--- config.mk ---
export PLATFORM = sky130hd
export DESIGN_NAME = flash_pe_seq
export DESIGN_NICKNAME = d
export VERILOG_FILES = /design/src/rtl/fseq_pkg.sv /design/src/rtl/fseq_bus.sv /design/src/rtl/fseq_ctrl.sv /design/src/rtl/flash_pe_seq.sv
export SDC_FILE = /design/constraint.sdc
export NUM_CORES = 1
export LEC_CHECK = 0
export BUFFER_PORTS_ARGS = -buffer_cell sky130_fd_sc_hd__clkbuf_2
export CORE_UTILIZATION = 50
export CTS_CLUSTER_DIAMETER = 50
export DETAILED_ROUTE_END_ITERATION = 8
export PLACE_DENSITY = 0.88
export SLEW_MARGIN = 30
export SYNTH_ARGS = -nofsm -noshare
export SYNTH_HDL_FRONTEND = slang
export SYNTH_SLANG_ARGS = --single-unit
--- constraint.sdc ---
create_clock -name clk -period 2.2 [get_ports clk]
set_input_delay 0.44 -clock clk [delete_from_list [all_inputs] [get_ports clk]]
set_output_delay 0.44 -clock clk [all_outputs]
set_load 0.02 [all_outputs]
--- src/rtl/fseq_pkg.sv ---
package fseq_pkg;

    typedef enum logic [2:0] {
        OP_PROG     = 3'd0,
        OP_BUFPROG  = 3'd1,
        OP_ERASE    = 3'd2,
        OP_SUSPEND  = 3'd3,
        OP_RESUME   = 3'd4,
        OP_LOCK_SET = 3'd5,
        OP_LOCK_CLR = 3'd6
    } op_e;

    typedef enum logic [2:0] {
        E_OK        = 3'd0,
        E_VPP       = 3'd1,
        E_CMDSEQ    = 3'd2,
        E_ERASE     = 3'd3,
        E_PROG      = 3'd4,
        E_LOCKED    = 3'd5,
        E_TIMEOUT   = 3'd6,
        E_SUSPENDED = 3'd7
    } err_e;

    typedef enum logic [1:0] {
        B_IDLE, B_SETUP, B_ACT, B_HOLD
    } bus_st_e;

    typedef enum logic [3:0] {
        S_IDLE, S_CMD1, S_CMD2, S_POLL, S_CHECK, S_XSR, S_BCNT, S_BDATA,
        S_SUSP, S_SPOLL, S_RESUME, S_CLR, S_ARRAY, S_DONE
    } ctrl_st_e;

    // status byte as the device presents it, most significant bit first
    typedef struct packed {
        logic ready;
        logic erase_susp;
        logic erase_err;
        logic prog_err;
        logic vpp_low;
        logic prog_susp;
        logic locked;
        logic rsvd;
    } status_t;

    localparam logic [7:0] C_PROG    = 8'h40;
    localparam logic [7:0] C_ERASE   = 8'h20;
    localparam logic [7:0] C_CONFIRM = 8'hD0;
    localparam logic [7:0] C_BUF     = 8'hE8;
    localparam logic [7:0] C_SUSP    = 8'hB0;
    localparam logic [7:0] C_LOCK    = 8'h60;
    localparam logic [7:0] C_LOCKSET = 8'h01;
    localparam logic [7:0] C_CLRSR   = 8'h50;
    localparam logic [7:0] C_ARRAY   = 8'hFF;

    function automatic err_e decode_status(status_t s);
        if (s.erase_err && s.prog_err) return E_CMDSEQ;
        else if (s.vpp_low)            return E_VPP;
        else if (s.erase_err)          return E_ERASE;
        else if (s.prog_err)           return E_PROG;
        else if (s.locked)             return E_LOCKED;
        else                           return E_OK;
    endfunction

    function automatic logic suspendable(op_e op);
        return (op == OP_PROG) || (op == OP_BUFPROG) || (op == OP_ERASE);
    endfunction

endpackage

--- src/rtl/fseq_bus.sv ---
module fseq_bus
    import fseq_pkg::*;
#(
    parameter int AW     = 20,
    parameter int DW     = 16,
    parameter int WE_CYC = 3,
    parameter int RD_CYC = 2
) (
    input  logic          clk,
    input  logic          rst,
    input  logic          start,
    input  logic          rd,
    input  logic [AW-1:0] addr,
    input  logic [DW-1:0] wdata,
    output logic          done,
    output logic [DW-1:0] rdata,
    output logic          fl_ce_n,
    output logic          fl_oe_n,
    output logic          fl_we_n,
    output logic [AW-1:0] fl_addr,
    output logic [DW-1:0] fl_dq_o,
    output logic          fl_dq_oe,
    input  logic [DW-1:0] fl_dq_i
);
    localparam int ACT_MAX = (WE_CYC > RD_CYC) ? WE_CYC : RD_CYC;
    localparam int CTW     = $clog2(ACT_MAX + 1);
    localparam logic [CTW-1:0] WR_LAST = CTW'(WE_CYC - 1);
    localparam logic [CTW-1:0] RD_LAST = CTW'(RD_CYC - 1);

    bus_st_e        st;
    logic [CTW-1:0] cnt;
    logic           rd_q;
    logic [AW-1:0]  addr_q;
    logic [DW-1:0]  data_q;

    always_ff @(posedge clk) begin
        if (rst) begin
            st     <= B_IDLE;
            cnt    <= '0;
            rd_q   <= 1'b0;
            addr_q <= '0;
            data_q <= '0;
            rdata  <= '0;
        end else begin
            case (st)
                B_IDLE: if (start) begin
                    rd_q   <= rd;
                    addr_q <= addr;
                    data_q <= wdata;
                    st     <= B_SETUP;
                end
                B_SETUP: begin
                    cnt <= '0;
                    st  <= B_ACT;
                end
                B_ACT: begin
                    cnt <= cnt + 1'b1;
                    if (rd_q && cnt == RD_LAST) rdata <= fl_dq_i;
                    if (cnt == (rd_q ? RD_LAST : WR_LAST)) st <= B_HOLD;
                end
                default: st <= B_IDLE;
            endcase
        end
    end

    assign done     = (st == B_HOLD);
    assign fl_ce_n  = (st == B_IDLE);
    assign fl_we_n  = !((st == B_ACT) && !rd_q);
    assign fl_oe_n  = !((st == B_ACT) && rd_q);
    assign fl_addr  = addr_q;
    assign fl_dq_o  = data_q;
    assign fl_dq_oe = (st != B_IDLE) && !rd_q;

endmodule

--- src/rtl/fseq_ctrl.sv ---
module fseq_ctrl
    import fseq_pkg::*;
#(
    parameter int AW        = 20,
    parameter int DW        = 16,
    parameter int BUF_WORDS = 16,
    parameter int BUF_TRIES = 4
) (
    input  logic          clk,
    input  logic          rst,
    input  logic          req_valid,
    input  op_e           req_op,
    input  logic [AW-1:0] req_addr,
    input  logic [DW-1:0] req_data,
    input  logic [$clog2(BUF_WORDS+1)-1:0] req_len,
    output logic          req_ready,
    output logic          done,
    output err_e          err_code,
    output logic [$clog2(BUF_WORDS+1)-1:0] buf_idx,
    input  logic [DW-1:0] buf_data,
    output logic          bus_start,
    output logic          bus_rd,
    output logic [AW-1:0] bus_addr,
    output logic [DW-1:0] bus_wdata,
    input  logic          bus_done,
    input  logic [DW-1:0] bus_rdata
);
    localparam int LW = $clog2(BUF_WORDS + 1);
    localparam int TW = $clog2(BUF_TRIES + 1);
    localparam logic [TW-1:0] TRY_LAST = TW'(BUF_TRIES - 1);

    ctrl_st_e      st;
    logic          launched;
    op_e           op_q;
    logic [AW-1:0] addr_q;
    logic [DW-1:0] data_q;
    logic [LW-1:0] len_q;
    logic [LW-1:0] idx_q;
    logic [TW-1:0] tries_q;
    status_t       status_q;
    err_e          err_q;
    logic          susp_q;

    status_t rd_stat;
    logic    bus_state;
    logic    poll_busy;
    logic    accept;
    err_e    chk_code;
    logic    unused_hi;

    assign rd_stat   = status_t'(bus_rdata[7:0]);
    assign unused_hi = ^bus_rdata[DW-1:8];
    assign chk_code  = decode_status(status_q);

    function automatic logic [DW-1:0] cb(input logic [7:0] c);
        return DW'(c);
    endfunction

    always_comb begin
        case (st)
            S_CMD1, S_CMD2, S_POLL, S_XSR, S_BCNT, S_BDATA,
            S_SUSP, S_SPOLL, S_RESUME, S_CLR, S_ARRAY: bus_state = 1'b1;
            default:                                   bus_state = 1'b0;
        endcase
    end

    assign poll_busy = (st == S_POLL) && bus_done && !rd_stat.ready;
    assign req_ready = ((st == S_IDLE) && (!susp_q || req_op == OP_RESUME)) ||
                       (poll_busy && req_op == OP_SUSPEND && suspendable(op_q));
    assign accept    = req_valid && req_ready;
    assign bus_start = bus_state && !launched;
    assign done      = (st == S_DONE);
    assign err_code  = err_q;
    assign buf_idx   = idx_q;

    always_comb begin
        bus_rd    = 1'b0;
        bus_addr  = addr_q;
        bus_wdata = '0;
        case (st)
            S_CMD1: case (op_q)
                OP_PROG:    bus_wdata = cb(C_PROG);
                OP_BUFPROG: bus_wdata = cb(C_BUF);
                OP_ERASE:   bus_wdata = cb(C_ERASE);
                default:    bus_wdata = cb(C_LOCK);
            endcase
            S_CMD2: case (op_q)
                OP_PROG:     bus_wdata = data_q;
                OP_LOCK_SET: bus_wdata = cb(C_LOCKSET);
                default:     bus_wdata = cb(C_CONFIRM);
            endcase
            S_POLL, S_SPOLL, S_XSR: bus_rd = 1'b1;
            S_BCNT:   bus_wdata = DW'(len_q - 1'b1);
            S_BDATA: begin
                bus_addr  = addr_q + AW'(idx_q);
                bus_wdata = buf_data;
            end
            S_SUSP:   bus_wdata = cb(C_SUSP);
            S_RESUME: bus_wdata = cb(C_CONFIRM);
            S_CLR:    bus_wdata = cb(C_CLRSR);
            S_ARRAY:  bus_wdata = cb(C_ARRAY);
            default:  bus_wdata = '0;
        endcase
    end

    always_ff @(posedge clk) begin
        if (rst) begin
            st       <= S_IDLE;
            launched <= 1'b0;
            op_q     <= OP_PROG;
            addr_q   <= '0;
            data_q   <= '0;
            len_q    <= '0;
            idx_q    <= '0;
            tries_q  <= '0;
            status_q <= '0;
            err_q    <= E_OK;
            susp_q   <= 1'b0;
        end else begin
            if (bus_start) launched <= 1'b1;
            if (bus_done)  launched <= 1'b0;
            case (st)
                S_IDLE: if (accept) begin
                    case (req_op)
                        OP_SUSPEND: begin
                            err_q <= E_CMDSEQ;
                            st    <= S_CLR;
                        end
                        OP_RESUME: if (susp_q) begin
                            err_q <= E_OK;
                            st    <= S_RESUME;
                        end else begin
                            err_q <= E_CMDSEQ;
                            st    <= S_CLR;
                        end
                        default: begin
                            op_q    <= req_op;
                            addr_q  <= req_addr;
                            data_q  <= req_data;
                            len_q   <= req_len;
                            idx_q   <= '0;
                            tries_q <= '0;
                            err_q   <= E_OK;
                            st      <= S_CMD1;
                        end
                    endcase
                end
                S_CMD1: if (bus_done) st <= (op_q == OP_BUFPROG) ? S_XSR : S_CMD2;
                S_CMD2: if (bus_done) st <= S_POLL;
                S_XSR: if (bus_done) begin
                    if (rd_stat.ready) begin
                        idx_q <= '0;
                        st    <= S_BCNT;
                    end else if (tries_q == TRY_LAST) begin
                        err_q <= E_TIMEOUT;
                        st    <= S_CLR;
                    end else begin
                        tries_q <= tries_q + 1'b1;
                        st      <= S_CMD1;
                    end
                end
                S_BCNT: if (bus_done) st <= S_BDATA;
                S_BDATA: if (bus_done) begin
                    idx_q <= idx_q + 1'b1;
                    if (idx_q == len_q - 1'b1) st <= S_CMD2;
                end
                S_POLL: if (bus_done) begin
                    if (rd_stat.ready) begin
                        status_q <= rd_stat;
                        st       <= S_CHECK;
                    end else if (accept) begin
                        st <= S_SUSP;
                    end
                end
                S_CHECK: begin
                    err_q <= chk_code;
                    st    <= (chk_code == E_OK) ? S_DONE : S_CLR;
                end
                S_SUSP: if (bus_done) st <= S_SPOLL;
                S_SPOLL: if (bus_done && rd_stat.ready) begin
                    if (rd_stat.erase_susp || rd_stat.prog_susp) begin
                        susp_q <= 1'b1;
                        err_q  <= E_SUSPENDED;
                        st     <= S_ARRAY;
                    end else begin
                        status_q <= rd_stat;
                        st       <= S_CHECK;
                    end
                end
                S_RESUME: if (bus_done) begin
                    susp_q <= 1'b0;
                    st     <= S_POLL;
                end
                S_CLR:   if (bus_done) st <= S_ARRAY;
                S_ARRAY: if (bus_done) st <= S_DONE;
                default: st <= S_IDLE;
            endcase
        end
    end

endmodule

--- src/rtl/flash_pe_seq.sv ---
module flash_pe_seq
    import fseq_pkg::*;
#(
    parameter int AW        = 20,
    parameter int DW        = 16,
    parameter int WE_CYC    = 3,
    parameter int RD_CYC    = 2,
    parameter int BUF_WORDS = 16,
    parameter int BUF_TRIES = 4,
    localparam int LW       = $clog2(BUF_WORDS + 1)
) (
    input  logic          clk,
    input  logic          rst,
    input  logic          req_valid,
    input  logic [2:0]    req_op,
    input  logic [AW-1:0] req_addr,
    input  logic [DW-1:0] req_data,
    input  logic [LW-1:0] req_len,
    output logic          req_ready,
    output logic          done,
    output logic [2:0]    err_code,
    output logic [LW-1:0] buf_idx,
    input  logic [DW-1:0] buf_data,
    output logic          fl_ce_n,
    output logic          fl_oe_n,
    output logic          fl_we_n,
    output logic [AW-1:0] fl_addr,
    output logic [DW-1:0] fl_dq_o,
    output logic          fl_dq_oe,
    input  logic [DW-1:0] fl_dq_i
);
    logic          bus_start;
    logic          bus_rd;
    logic [AW-1:0] bus_addr;
    logic [DW-1:0] bus_wdata;
    logic          bus_done;
    logic [DW-1:0] bus_rdata;
    err_e          code;

    fseq_ctrl #(
        .AW(AW), .DW(DW), .BUF_WORDS(BUF_WORDS), .BUF_TRIES(BUF_TRIES)
    ) u_ctrl (
        .clk       (clk),
        .rst       (rst),
        .req_valid (req_valid),
        .req_op    (op_e'(req_op)),
        .req_addr  (req_addr),
        .req_data  (req_data),
        .req_len   (req_len),
        .req_ready (req_ready),
        .done      (done),
        .err_code  (code),
        .buf_idx   (buf_idx),
        .buf_data  (buf_data),
        .bus_start (bus_start),
        .bus_rd    (bus_rd),
        .bus_addr  (bus_addr),
        .bus_wdata (bus_wdata),
        .bus_done  (bus_done),
        .bus_rdata (bus_rdata)
    );

    assign err_code = code;

    fseq_bus #(
        .AW(AW), .DW(DW), .WE_CYC(WE_CYC), .RD_CYC(RD_CYC)
    ) u_bus (
        .clk      (clk),
        .rst      (rst),
        .start    (bus_start),
        .rd       (bus_rd),
        .addr     (bus_addr),
        .wdata    (bus_wdata),
        .done     (bus_done),
        .rdata    (bus_rdata),
        .fl_ce_n  (fl_ce_n),
        .fl_oe_n  (fl_oe_n),
        .fl_we_n  (fl_we_n),
        .fl_addr  (fl_addr),
        .fl_dq_o  (fl_dq_o),
        .fl_dq_oe (fl_dq_oe),
        .fl_dq_i  (fl_dq_i)
    );

endmodule

==> results of run 1 <==
metal layers:
metal,wire (um),up-vias,global-route usage,part of all wire
met1,7150,2861,0.347,0.42
met3,1330,54,0.0683,0.077
met4,556,0,0.140,0.032
met5,0,-,0,0
li1,-,2981,-,-
met2,8160,319,0.471,0.47
area by class of cell:
cell class | count | area, um^2 | area share
clock buffers | 23 | 488 | 0.0637
clock inverters | 9 | 104 | 0.0136
repair buffers | 174 | 1080 | 0.141
flip-flops and latches | 114 | 2290 | 0.299
inverters | 15 | 56.3 | 0.00735
multi-input cells | 585 | 3460 | 0.452
well taps | 143 | 179 | 0.0234
critical path: stages (launching register included):
cell,delay [ns]
dfxtp_1,0.33
buf_4,0.17
buf_4,0.17
nor3_1,0.25
nor3_1,0.09
a31oi_1,0.37
nand2_1,0.15
a221o_1,0.38
a31oi_1,0.20
state kept, by name, summed over array words and instances (netlist names), 3 cells and up:
| name | count |
|---|---|
| u_bus.fl_addr | 20 |
| u_ctrl.addr_q | 20 |
| u_bus.fl_dq_o | 16 |
| u_ctrl.data_q | 16 |
| u_bus.rdata | 7 |
| u_ctrl.buf_idx | 5 |
| u_ctrl.len_q | 5 |
| u_ctrl.st | 4 |
| u_ctrl.status_q | 4 |
| u_ctrl.err_code | 3 |
| u_ctrl.op_q | 3 |
| u_ctrl.tries_q | 3 |
cells in the mapped netlist (all sizes together) (2+ instances only):
| cell | instances |
|---|---|
| o21ai | 35 |
| nor2b | 11 |
| clkbuf | 46 |
| o211ai | 2 |
| nand3b | 2 |
| a221o | 2 |
| a21o | 3 |
| and2 | 6 |
| nand3 | 17 |
| o21a | 3 |
| a21oi | 76 |
| nand2 | 158 |
| inv | 15 |
| or2 | 3 |
| o22ai | 2 |
| or3 | 5 |
| a22oi | 14 |
| nor3b | 7 |
| ha | 14 |
| nor2 | 74 |
| nand4 | 2 |
| mux2i | 16 |
| and3 | 9 |
| dfxtp | 114 |
| o211a | 3 |
| xnor2 | 14 |
| xor2 | 12 |
| o2111ai | 9 |
| a311oi | 5 |
| or3b | 3 |
| buf | 7 |
| nand4b | 2 |
| and3b | 3 |
| nand2b | 5 |
| a31oi | 5 |
| nor4 | 5 |
| a211oi | 21 |
| nor3 | 10 |
| or4 | 3 |
| o311ai | 2 |
| nor4bb | 3 |
report_power, final:
part           switching, mW  internal [mW]  leakage [nW]
registers              0.323           2.47         0.929
logic                   2.27           1.53          2.07
clock network          0.949           1.78         0.289
repair_timing:
action,in CTS,in global routing
setup endpoints to repair,7,18
buffers inserted,0,1
gates resized for setup,10,12
pin swaps,0,1
hold buffers,0,0
metrics by stage:
| step | hold WS [ns] | worst slack (ns) |
|---|---|---|
| after floorplan | 0.433 | 0.0837 |
| after detailed placement | 0.451 | -0.0286 |
| after CTS | 0.242 | 0.00532 |
| final | 0.245 | -0.00981 |
| after global placement | 0.442 | -0.00946 |
| after global routing | 0.242 | -0.0632 |
cells in the final DEF (no fill, tap or decap), drive strengths merged, types with 10 or more instances in the layout:
master  Yosys  routed
a211oi     21      21
a21oi      76      76
a22oi      14      14
buf         7      56
clkbuf     46     141
dfxtp     114     114
ha         14      14
inv        15      15
mux2i      16      16
nand2     158     158
nand3      17      17
nor2       74      74
nor2b      11      11
nor3       10      10
o21ai      35      35
xnor2      14      14
xor2       12      12
cell families after synthesis:
| logic type | share of synthesized area |
|---|---|
| multiplexers | 0.0289 |
| AO/OA/AOI/OAI | 0.209 |
| XOR/XNOR | 0.0384 |
| buffers and inverters | 0.0462 |
| flip-flops | 0.385 |
| AND/OR/NAND/NOR | 0.259 |
| adder cells (fa/ha/maj) | 0.0329 |
worst paths after layout:
kind	from	to	slack [ns]	depth (start not counted)
worst max register to register	u_ctrl.st[1]	u_ctrl.bus_state	-0.01	8
worst min register to register	u_bus.fl_dq_o[10]	u_bus.fl_dq_o[10]	0.46	2
worst min-delay path	req_addr[7]	u_ctrl.addr_q[7]	0.24	3
worst max-delay path	u_ctrl.st[1]	u_ctrl.bus_state	-0.01	8
==> summary.txt, run 1 <==
Floorplanning
  – Io pins: 129
  – Die height: 111 um
  – Row count: 39
  – Core Area: 11,500 um^2
  – Die extent in x: 111 um
  – DIE AREA: 12,300 um^2
  – Initial Util: 0.517

Global route
  – Largest net degree at the start of global routing: 60
  – Global-route wire length before repair: 28,200 um
  – Initial antenna violation count: 0
  – Grt total ovfl: 0
  – Vias in the first global route: 5,887
  – Total track usage: 0.285

Layout
  – Layout area overhead: 29.1%
  – Final Cell Area: 7660 um^2
  – Filler Cell Count: 918
  – Layout cell share with drive strength beyond 1: 0.250
  – Nets: 1,001
  – Diodes inserted: 0
  – Post-layout instance count excluding filler cells: 1,063
  – Post-Route Utilization: 0.668

STA
  – RSZ-0062 raised after global routing: true
  – Max Fclk: 0.453 GHz
  – Post-route minimum period: 2.21 ns
  – Final setup viols: 1
  – Rel. slew slack: 0.589
  – Max Slew Vio Count: 0
  – Worst Skew: 0.00639 ns
  – Setup tns final: -0.00981 ns
  – Crit share post-route: 1.00
  – Final WS setup: -0.00981 ns
  – Final Hold Viols: 0
  – Worst Tran Pin Value: 0.612 ns

Synthesis
  – Ys Warns: 0
  – Async set-reset flop share out of synthesis: 0
  – Area share of the largest cell type after synthesis: 0.385
  – Yosys reg bits: 114
  – Largest area contributor in the netlist: dfxtp_1
  – Predominant post-synthesis flop cell: dfxtp_1
  – Sequential fraction of the synthesis area: 0.385
  – Syn nets: 861
  – Post-synthesis instance total: 767
  – Mapped Area: 5930 um^2
  – Avg Inst Size Synth: 7.73 um^2
  – EDFF count, synth: 0
  – Post-synth cell types: 70
  – Synth top area cells: dfxtp_1 (38%), nand2_1 (10%), a21oi_1 (6.4%)

Worst setup path
  – Setup crit end kind: register
  – Critical Path Source Type: register
  – Critical Path Fanout Max: 12
  – Critical Path AT: 2.53 ns
  – WS Path Type: reg2reg
  – Req. time, crit path: 2.52 ns

CTS
  – Clock root buffer: clkbuf_16
  – Skew-Pair Late Insertion Delay: 0.41 ns
  – Num CTS Buffers: 17
  – Sink Count: 114
  – CTS tree: built
  – Clock-pin slew on the worst setup and hold paths: 0.05 ns
  – Clock Path Buffers: 2
  – H-tree Lvls: 4

Power
  – Power Density: 1220 nW/um^2
  – Leakage: 3.29 nW
  – Max VDD drop: 0.965 mV
  – Power, Total: 9.32 mW

Run status
  – Outcome: finished, violations left
  – Failing checks: setup timing

Route
  – Drc violations: 0
  – DRT iter0 DRCs: 640
  – Routed length per instance: 16.2 um
  – Final ANT Viol Nets: 0
  – Drt pass-1 iters: 5
  – Drt via density: 5.85
  – Routed WL: 17,200 um
  – Via count: 6,215

Place
  – Gp weighted congestion: 0.981
  – Placed Instance Area: 6980 um^2
  – Sum of net half-perimeters after detailed placement: 11,900 um
  – Port-buffer cells: 119
  – Post-Place Cells: 1,030

Hold path
  – Worst hold path class: in2reg

Job
  – # Max-Cap Violations: 0
Note: power is estimated with default switching activity, not from simulation.
==> run 2, diff against run 1 <==
--- a/config.mk
+++ b/config.mk
@@ -10,6 +10,7 @@
 export CTS_CLUSTER_DIAMETER = 50
 export DETAILED_ROUTE_END_ITERATION = 8
 export PLACE_DENSITY = 0.88
+export SKIP_LAST_GASP = 1
 export SLEW_MARGIN = 30
 export SYNTH_ARGS = -nofsm -noshare
 export SYNTH_HDL_FRONTEND = slang
==> run 2 against run 1 <==
  * The flow now finishes without violations
  * Fmax up 0.65%
  * Critical path depth down 2
  * Register-to-register slack better by 0.06 ns
  * Global-route usage about the same
  * Sequential cell count is the same
  * Die area unchanged
  * Core utilization grew 0.13 points
  * Count of clock-buffer cells in the layout unchanged
  * Critical endpoint is now req_ready
  * Largest cell class unchanged
==> summary.txt, run 2 (synthesized netlist as in run 1, its figures left out) <==
Power
  – Sw Pwr: 3.56 mW (+0.54%)
  – Switching share of power: 0.381 (+0.00114)
  – Clk pwr share: 0.292 (about the same)
  – Max VDD drop: 0.959 mV (-0.64%)
  – Leakage: 3.28 nW (-0.15%)
  – Power share of the combinational group: 0.409 (about the same)
  – Power, Total: 9.34 mW (+0.24%)
  – Internal power: 5.78 mW (about the same)
  – Sequential share of power: 0.299 (about the same)
  – Power Density: 1220 nW/um^2 (about the same)

STA
  – Crit share post-route: 0.998 (-0.00651)
  – Max Slew Vio Count: 0 (unchanged)
  – RSZ-0062 raised after global routing: true
  – Worst Hold Slack: 0.246 ns (+0.00134 ns)
  – Final Hold Viols: 0 (unchanged)
  – Worst Tran Pin Value: 0.594 ns (-0.0177 ns)
  – Max Fclk: 0.455 GHz (+0.65%)
  – Final setup viols: 0 (-1)
  – Post-route minimum period: 2.20 ns (-0.0143 ns)
  – Rel. slew slack: 0.601 (+0.0119)
  – Worst Skew: 0.00672 ns (+0.000325 ns)
  – Setup tns final: 0 ns (+0.00981 ns)

CTS
  – Post-CTS setup buffers: 0 (unchanged)
  – Sink Count: 114 (unchanged)
  – Clock Path Buffers: 2 (unchanged)
  – H-tree Lvls: 4 (unchanged)
  – Hold buffer count at cts: 0 (unchanged)
  – Skew-Pair Late Insertion Delay: 0.41 ns (about the same)
  – Num CTS Buffers: 17 (unchanged)
  – Clock root buffer: clkbuf_16
  – Clock-pin slew on the worst setup and hold paths: 0.05 ns (about the same)
  – CTS tree: built

Route
  – Drc violations: 0 (unchanged)
  – Via count: 6,176 (-0.63%)
  – DRT iter0 DRCs: 645 (+0.78%)
  – Routed length per instance: 16.3 um (+0.91%)
  – Final ANT Viol Nets: 0 (unchanged)
  – Routed WL: 17,300 um (+0.82%)
  – Drt pass-1 iters: 5 (unchanged)
  – Drt via density: 5.82 (-0.53%)

Floorplanning
  – Row count: 39 (unchanged)
  – Die extent in x: 111 um (unchanged)
  – Initial Util: 0.517 (unchanged)
  – Io pins: 129 (unchanged)
  – DIE AREA: 12,300 um^2 (unchanged)
  – Die height: 111 um (unchanged)
  – Core Area: 11,500 um^2 (unchanged)

Layout
  – Filler Cell Count: 914 (-0.44%)
  – Layout cell share with drive strength beyond 1: 0.255 (+0.00462)
  – Most frequent cells in the layout: nand2_1 (158), clkbuf_2 (117), dfxtp_1 (110)
  – Most common cell after layout, fill and taps aside: nand2_1
  – Nets: 1,000 (-0.10%)
  – Diodes inserted: 0 (unchanged)
  – Layout area overhead: 29.4%
  – Area of the multi-input gates: 3480 um^2 (+0.61%)
  – Register Area: 2290 um^2 (about the same)
  – Final Cell Area: 7670 um^2 (+0.20%)
  – Post-Route Utilization: 0.669 (+0.00131)

Hold path
  – Worst hold path class: in2reg
  – Worst Hold Launch: req_addr[0]

Place
  – Placed Instance Area: 6980 um^2 (unchanged)
  – Sum of net half-perimeters after detailed placement: 11,900 um (unchanged)
  – Gp weighted congestion: 0.981 (unchanged)
  – Port-buffer cells: 119 (unchanged)

Worst setup path
  – Critical R2R Capture: u_ctrl.bus_state
  – Critical Path AT: 1.76 ns (-0.77 ns)
  – Critical Path Source Type: register
  – Critical Path Fanout Max: 13 (+1)
  – FF-to-FF Start: u_ctrl.st[3]
  – Largest stage delay on the critical path: 0.37 ns (about the same)
  – Worst setup path endpoint: req_ready
  – Crit-path cells: buf_6, nor2b_4, buf_4, nand2_1, o21ai_1, clkbuf_4
  – Crit-path slowest cell: dfxtp_2
  – Setup crit end kind: output pin
  – Setup slack, reg-to-reg: 0.05 ns (+0.06 ns)
  – WS Path Type: reg2out
  – Setup crit start: u_ctrl.st[0]
  – R2R depth: 7 (-1)
  – Req. time, crit path: 1.76 ns (-0.76 ns)

Global route
  – Global-route wire length before repair: 28,200 um (about the same)
  – Largest net degree at the start of global routing: 60 (unchanged)
  – Vias in the first global route: 5,884 (-0.051%)
  – Grt total ovfl: 0 (unchanged)
  – Initial antenna violation count: 0 (unchanged)
  – Total track usage: 0.285 (-0.000352)

Job
  – # Max-Cap Violations: 0 (unchanged)

Run status
  – Outcome: finished clean
run 2: worst min-delay path by stage:
| stage | end | depth (start not counted) | slack, ns |
|---|---|---|---|
| finish | u_ctrl.addr_q[0] | 3 | 0.25 |
| global route | u_ctrl.addr_q[13] | 3 | 0.24 |
| CTS | u_ctrl.data_q[9] | 3 | 0.24 |
| detailed placement | u_ctrl.data_q[3] | 2 | 0.45 |
| global placement | u_bus.fl_dq_o[5] | 2 | 0.44 |
| floorplan | u_ctrl.data_q[4] | 2 | 0.43 |
run 2: what timing repair did:
action,CTS,global route
resized for setup,8,19
endpoints found under the setup margin,7,18
gates cloned,0,0
pin swaps,0,2
run 2: power by group through the flow:
stage	logic (mW)	clock network (mW)	registers, mW
after floorplan	2.16	0	2.94
after global placement	3.52	0	2.79
after detailed placement	3.57	0	2.81
after CTS	3.66	2.74	2.77
after global routing	4.14	2.84	2.83
final	3.82	2.73	2.79
run 2: metal layers:
layer	vias up	part of all wire	global-route usage
met5	-	0	0
met4	0	0.034	0.140
met3	55	0.074	0.0683
met2	298	0.47	0.469
met1	2846	0.42	0.348
li1	2977	-	-
run 2: layout make-up:
class	instances	share of cell area
inverters	15	0.00734
clock buffers	23	0.0636
multi-input cells	585	0.454
well taps	143	0.0233
repair buffers	173	0.140
clock inverters	9	0.0135
flip-flops and latches	114	0.298
run 2: through the flow:
stage / setup slack (ns) / std cells
floorplan: 0.0837 / 767
global placement: -0.00946 / 1030
detailed placement: -0.0286 / 1030
CTS: -0.0773 / 1062
global route: -0.0748 / 1062
finish: 0.00452 / 1062
run 2: worst max-delay path: cells and delay by family, from the launching register on:
family | cells | cell delay [ns]
and+or+nand+nor | 2 | 0.26
buffers and inverters | 3 | 0.54
AOI/OAI and AO/OA | 1 | 0.17
DFF | 1 | 0.37
==> run 3, diff against run 2 <==
--- a/config.mk
+++ b/config.mk
@@ -6,10 +6,12 @@
 export NUM_CORES = 1
 export LEC_CHECK = 0
 export BUFFER_PORTS_ARGS = -buffer_cell sky130_fd_sc_hd__clkbuf_2
-export CORE_UTILIZATION = 50
+export CORE_UTILIZATION = 51
+export CTS_BUF_LIST = sky130_fd_sc_hd__clkbuf_8
 export CTS_CLUSTER_DIAMETER = 50
+export CTS_CLUSTER_SIZE = 12
 export DETAILED_ROUTE_END_ITERATION = 8
-export PLACE_DENSITY = 0.88
+export PLACE_DENSITY = 0.9
 export SKIP_LAST_GASP = 1
 export SLEW_MARGIN = 30
 export SYNTH_ARGS = -nofsm -noshare
==> run 3 against run 2 <==
  * Clock power fell by 25%
  * Sequential share of layout area rose by 0.82 points
  * Register-to-register slack barely moved
  * Final cell count fell by 0.47%
  * Sequential cell count did not move
  * Critical endpoint is now u_bus.fl_addr[4]
  * Highest routed layer unchanged
  * Via count rose by 0.70%
  * Die area fell by 1.9%
  * Hold slack got worse by 0.049 ns
  * Sequential power barely moved
  * Critical path type is now reg2reg
  * First-iteration DRC count fell by 5.3%
==> summary.txt, run 3 (synthesized netlist as in run 1, its figures left out) <==
CTS
  – Post-CTS setup buffers: 0 (unchanged)
  – Skew-Pair Late Insertion Delay: 0.46 ns (+0.05 ns)
  – Clock root buffer: clkbuf_8
  – H-tree Lvls: 4 (unchanged)
  – Num CTS Buffers: 17 (unchanged)
  – Clock-pin slew on the worst setup and hold paths: 0.08 ns (+0.03 ns)
  – Clock Path Buffers: 2 (unchanged)
  – CTS tree: built
  – Sink Count: 114 (unchanged)

Floorplanning
  – Die extent in x: 110 um (-0.97%)
  – Core Area: 11,400 um^2 (-0.85%)
  – DIE AREA: 12,100 um^2 (-1.9%)
  – Initial Util: 0.522 (+0.00444)
  – Io pins: 129 (unchanged)
  – Die height: 110 um (-0.97%)
  – Row count: 39 (unchanged)

Worst setup path
  – Largest stage delay on the critical path: 0.46 ns (+0.09 ns)
  – FF-to-FF Start: u_ctrl.buf_idx[2]
  – WS Path Type: reg2reg
  – Critical R2R Capture: u_bus.fl_addr[4]
  – Setup crit end kind: register
  – Critical Path Fanout Max: 8 (-5)
  – R2R depth: 7 (unchanged)
  – Crit-path slowest cell: o311ai_0
  – Setup slack, reg-to-reg: 0.05 ns (about the same)
  – Crit-path cells: ha_1, nor2b_2, o21a_1, o21a_4, o311ai_0, o21ai_0, nor2_1
  – Critical Path Source Type: register
  – Req. time, crit path: 2.58 ns (+0.82 ns)
  – Critical Path AT: 2.53 ns (+0.77 ns)

Layout
  – Layout cell share with drive strength beyond 1: 0.253 (-0.00189)
  – Layout area overhead: 26.0%
  – Most common cell after layout, fill and taps aside: nand2_1
  – Post-layout instance count excluding filler cells: 1,057 (-0.47%)
  – Most frequent cells in the layout: nand2_1 (158), clkbuf_2 (117), dfxtp_1 (109)
  – Filler Cell Count: 939 (+2.7%)
  – Post-Route Utilization: 0.657 (-0.0119)
  – Final Cell Area: 7470 um^2 (-2.6%)
  – Nets: 995 (-0.50%)
  – Diodes inserted: 0 (unchanged)

Route
  – DRT iter0 DRCs: 611 (-5.3%)
  – Via count: 6,219 (+0.70%)
  – Drc violations: 0 (unchanged)
  – Routed WL: 17,200 um (-0.93%)
  – Drt via density: 5.88 (+1.2%)
  – Drt pass-1 iters: 5 (unchanged)
  – Final ANT Viol Nets: 0 (unchanged)
  – Routed length per instance: 16.3 um (-0.47%)

STA
  – Rel. slew slack: 0.567 (-0.0345)
  – Max Fclk: 0.465 GHz (+2.1%)
  – RSZ-0062 raised after global routing: true
  – Worst Skew: 0.00992 ns (+0.00320 ns)
  – Final Hold Viols: 0 (unchanged)
  – Crit share post-route: 0.977 (-0.0207)
  – Worst Hold Slack: 0.197 ns (-0.0493 ns)
  – Max Slew Vio Count: 0 (unchanged)
  – Final WS setup: 0.0501 ns (+0.0456 ns)
  – Worst Tran Pin Value: 0.650 ns (+0.0558 ns)
  – Post-route minimum period: 2.15 ns (-0.0456 ns)
  – Final setup viols: 0 (unchanged)

Global route
  – Grt total ovfl: 0 (unchanged)
  – Initial antenna violation count: 0 (unchanged)
  – Global-route wire length before repair: 27,300 um (-3.2%)
  – Vias in the first global route: 5,656 (-3.9%)
  – Largest net degree at the start of global routing: 59 (-1.7%)
  – Total track usage: 0.293 (+0.00828)

Power
  – Max VDD drop: 0.875 mV (-8.7%)
  – Leakage: 3.17 nW (-3.5%)
  – Power Density: 1150 nW/um^2 (-5.5%)

Hold path
  – Worst Hold Launch: req_len[1]
  – Hold Path Depth: 3 (unchanged)
  – Hold EP: u_ctrl.len_q[1]
  – Worst hold path class: in2reg

Place
  – Gp weighted congestion: 0.995 (+1.4%)
  – Port-buffer cells: 119 (unchanged)
  – Post-Place Cells: 1,025 (-0.49%)
  – Placed Instance Area: 6950 um^2 (-0.36%)
  – Sum of net half-perimeters after detailed placement: 11,700 um (-1.4%)
  – Pre-CTS WS: 0.0290 ns (+0.0576 ns)

Job
  – # Max-Cap Violations: 0 (unchanged)

Run status
  – Outcome: finished clean
==> run 3: cell type report <==
class | instances | area (um^2) | share of cell area
Inverter | 15 | 56.3 | 0.00753
Clock buffer | 18 | 248 | 0.0331
Clock inverter | 14 | 164 | 0.0219
Timing Repair Buffer | 168 | 1050 | 0.140
Sequential cell | 114 | 2290 | 0.307
Multi-Input combinational cell | 585 | 3490 | 0.467
Tap cell | 143 | 179 | 0.0239
==> run 3: critical path, delay by kind of cell, from the launching register on <==
| family | cells | cell delay, ns |
|---|---|---|
| adder cells (fa/ha/maj) | 1 | 0.35 |
| AND/OR/NAND/NOR | 2 | 0.29 |
| flip-flops | 1 | 0.34 |
| AO/OA/AOI/OAI | 4 | 1.10 |
==> run 3: metal layers <==
| layer | share of wire | track usage |
|---|---|---|
| met3 | 0.089 | 0.0925 |
| met5 | 0 | 0 |
| met4 | 0.031 | 0.124 |
| met2 | 0.46 | 0.458 |
| met1 | 0.42 | 0.371 |
==> run 3: worst max-delay path by stage <==
stage | startpoint | endpoint | slack, ns | depth (start not counted)
after global routing | u_ctrl.buf_idx[0] | u_bus.fl_addr[8] | -0.03 | 9
after floorplan | u_ctrl.buf_idx[1] | u_bus.fl_addr[19] | 0.08 | 7
final | u_ctrl.buf_idx[2] | u_bus.fl_addr[4] | 0.05 | 7
after global placement | req_op[2] | u_ctrl.buf_idx[3] | 0.05 | 7
after detailed placement | req_op[2] | u_ctrl.buf_idx[3] | 0.03 | 7
after CTS | u_ctrl.st[1] | req_ready | -0.06 | 5
==> run 3: report_power, final <==
part | switching, mW | leakage, nW | internal, mW
combinational | 2.21 | 2.03 | 1.53
sequential | 0.353 | 0.930 | 2.46
clock | 0.904 | 0.204 | 1.14
total | 3.47 | 3.17 | 5.13
==> run 3: metrics by stage <==
stage	power [mW]	TNS, ns
6_report	8.60	0
4_1_cts	8.46	-0.0575
3_5_place_dp	6.35	0
5_1_grt	9.12	-0.140
2_1_floorplan	5.10	0
3_3_place_gp	6.27	0
==> run 3: what timing repair did <==
item | CTS | global route
resized for setup | 11 | 20
pin swaps | 0 | 4
setup endpoints to repair | 6 | 23
hold buffers | 0 | 0
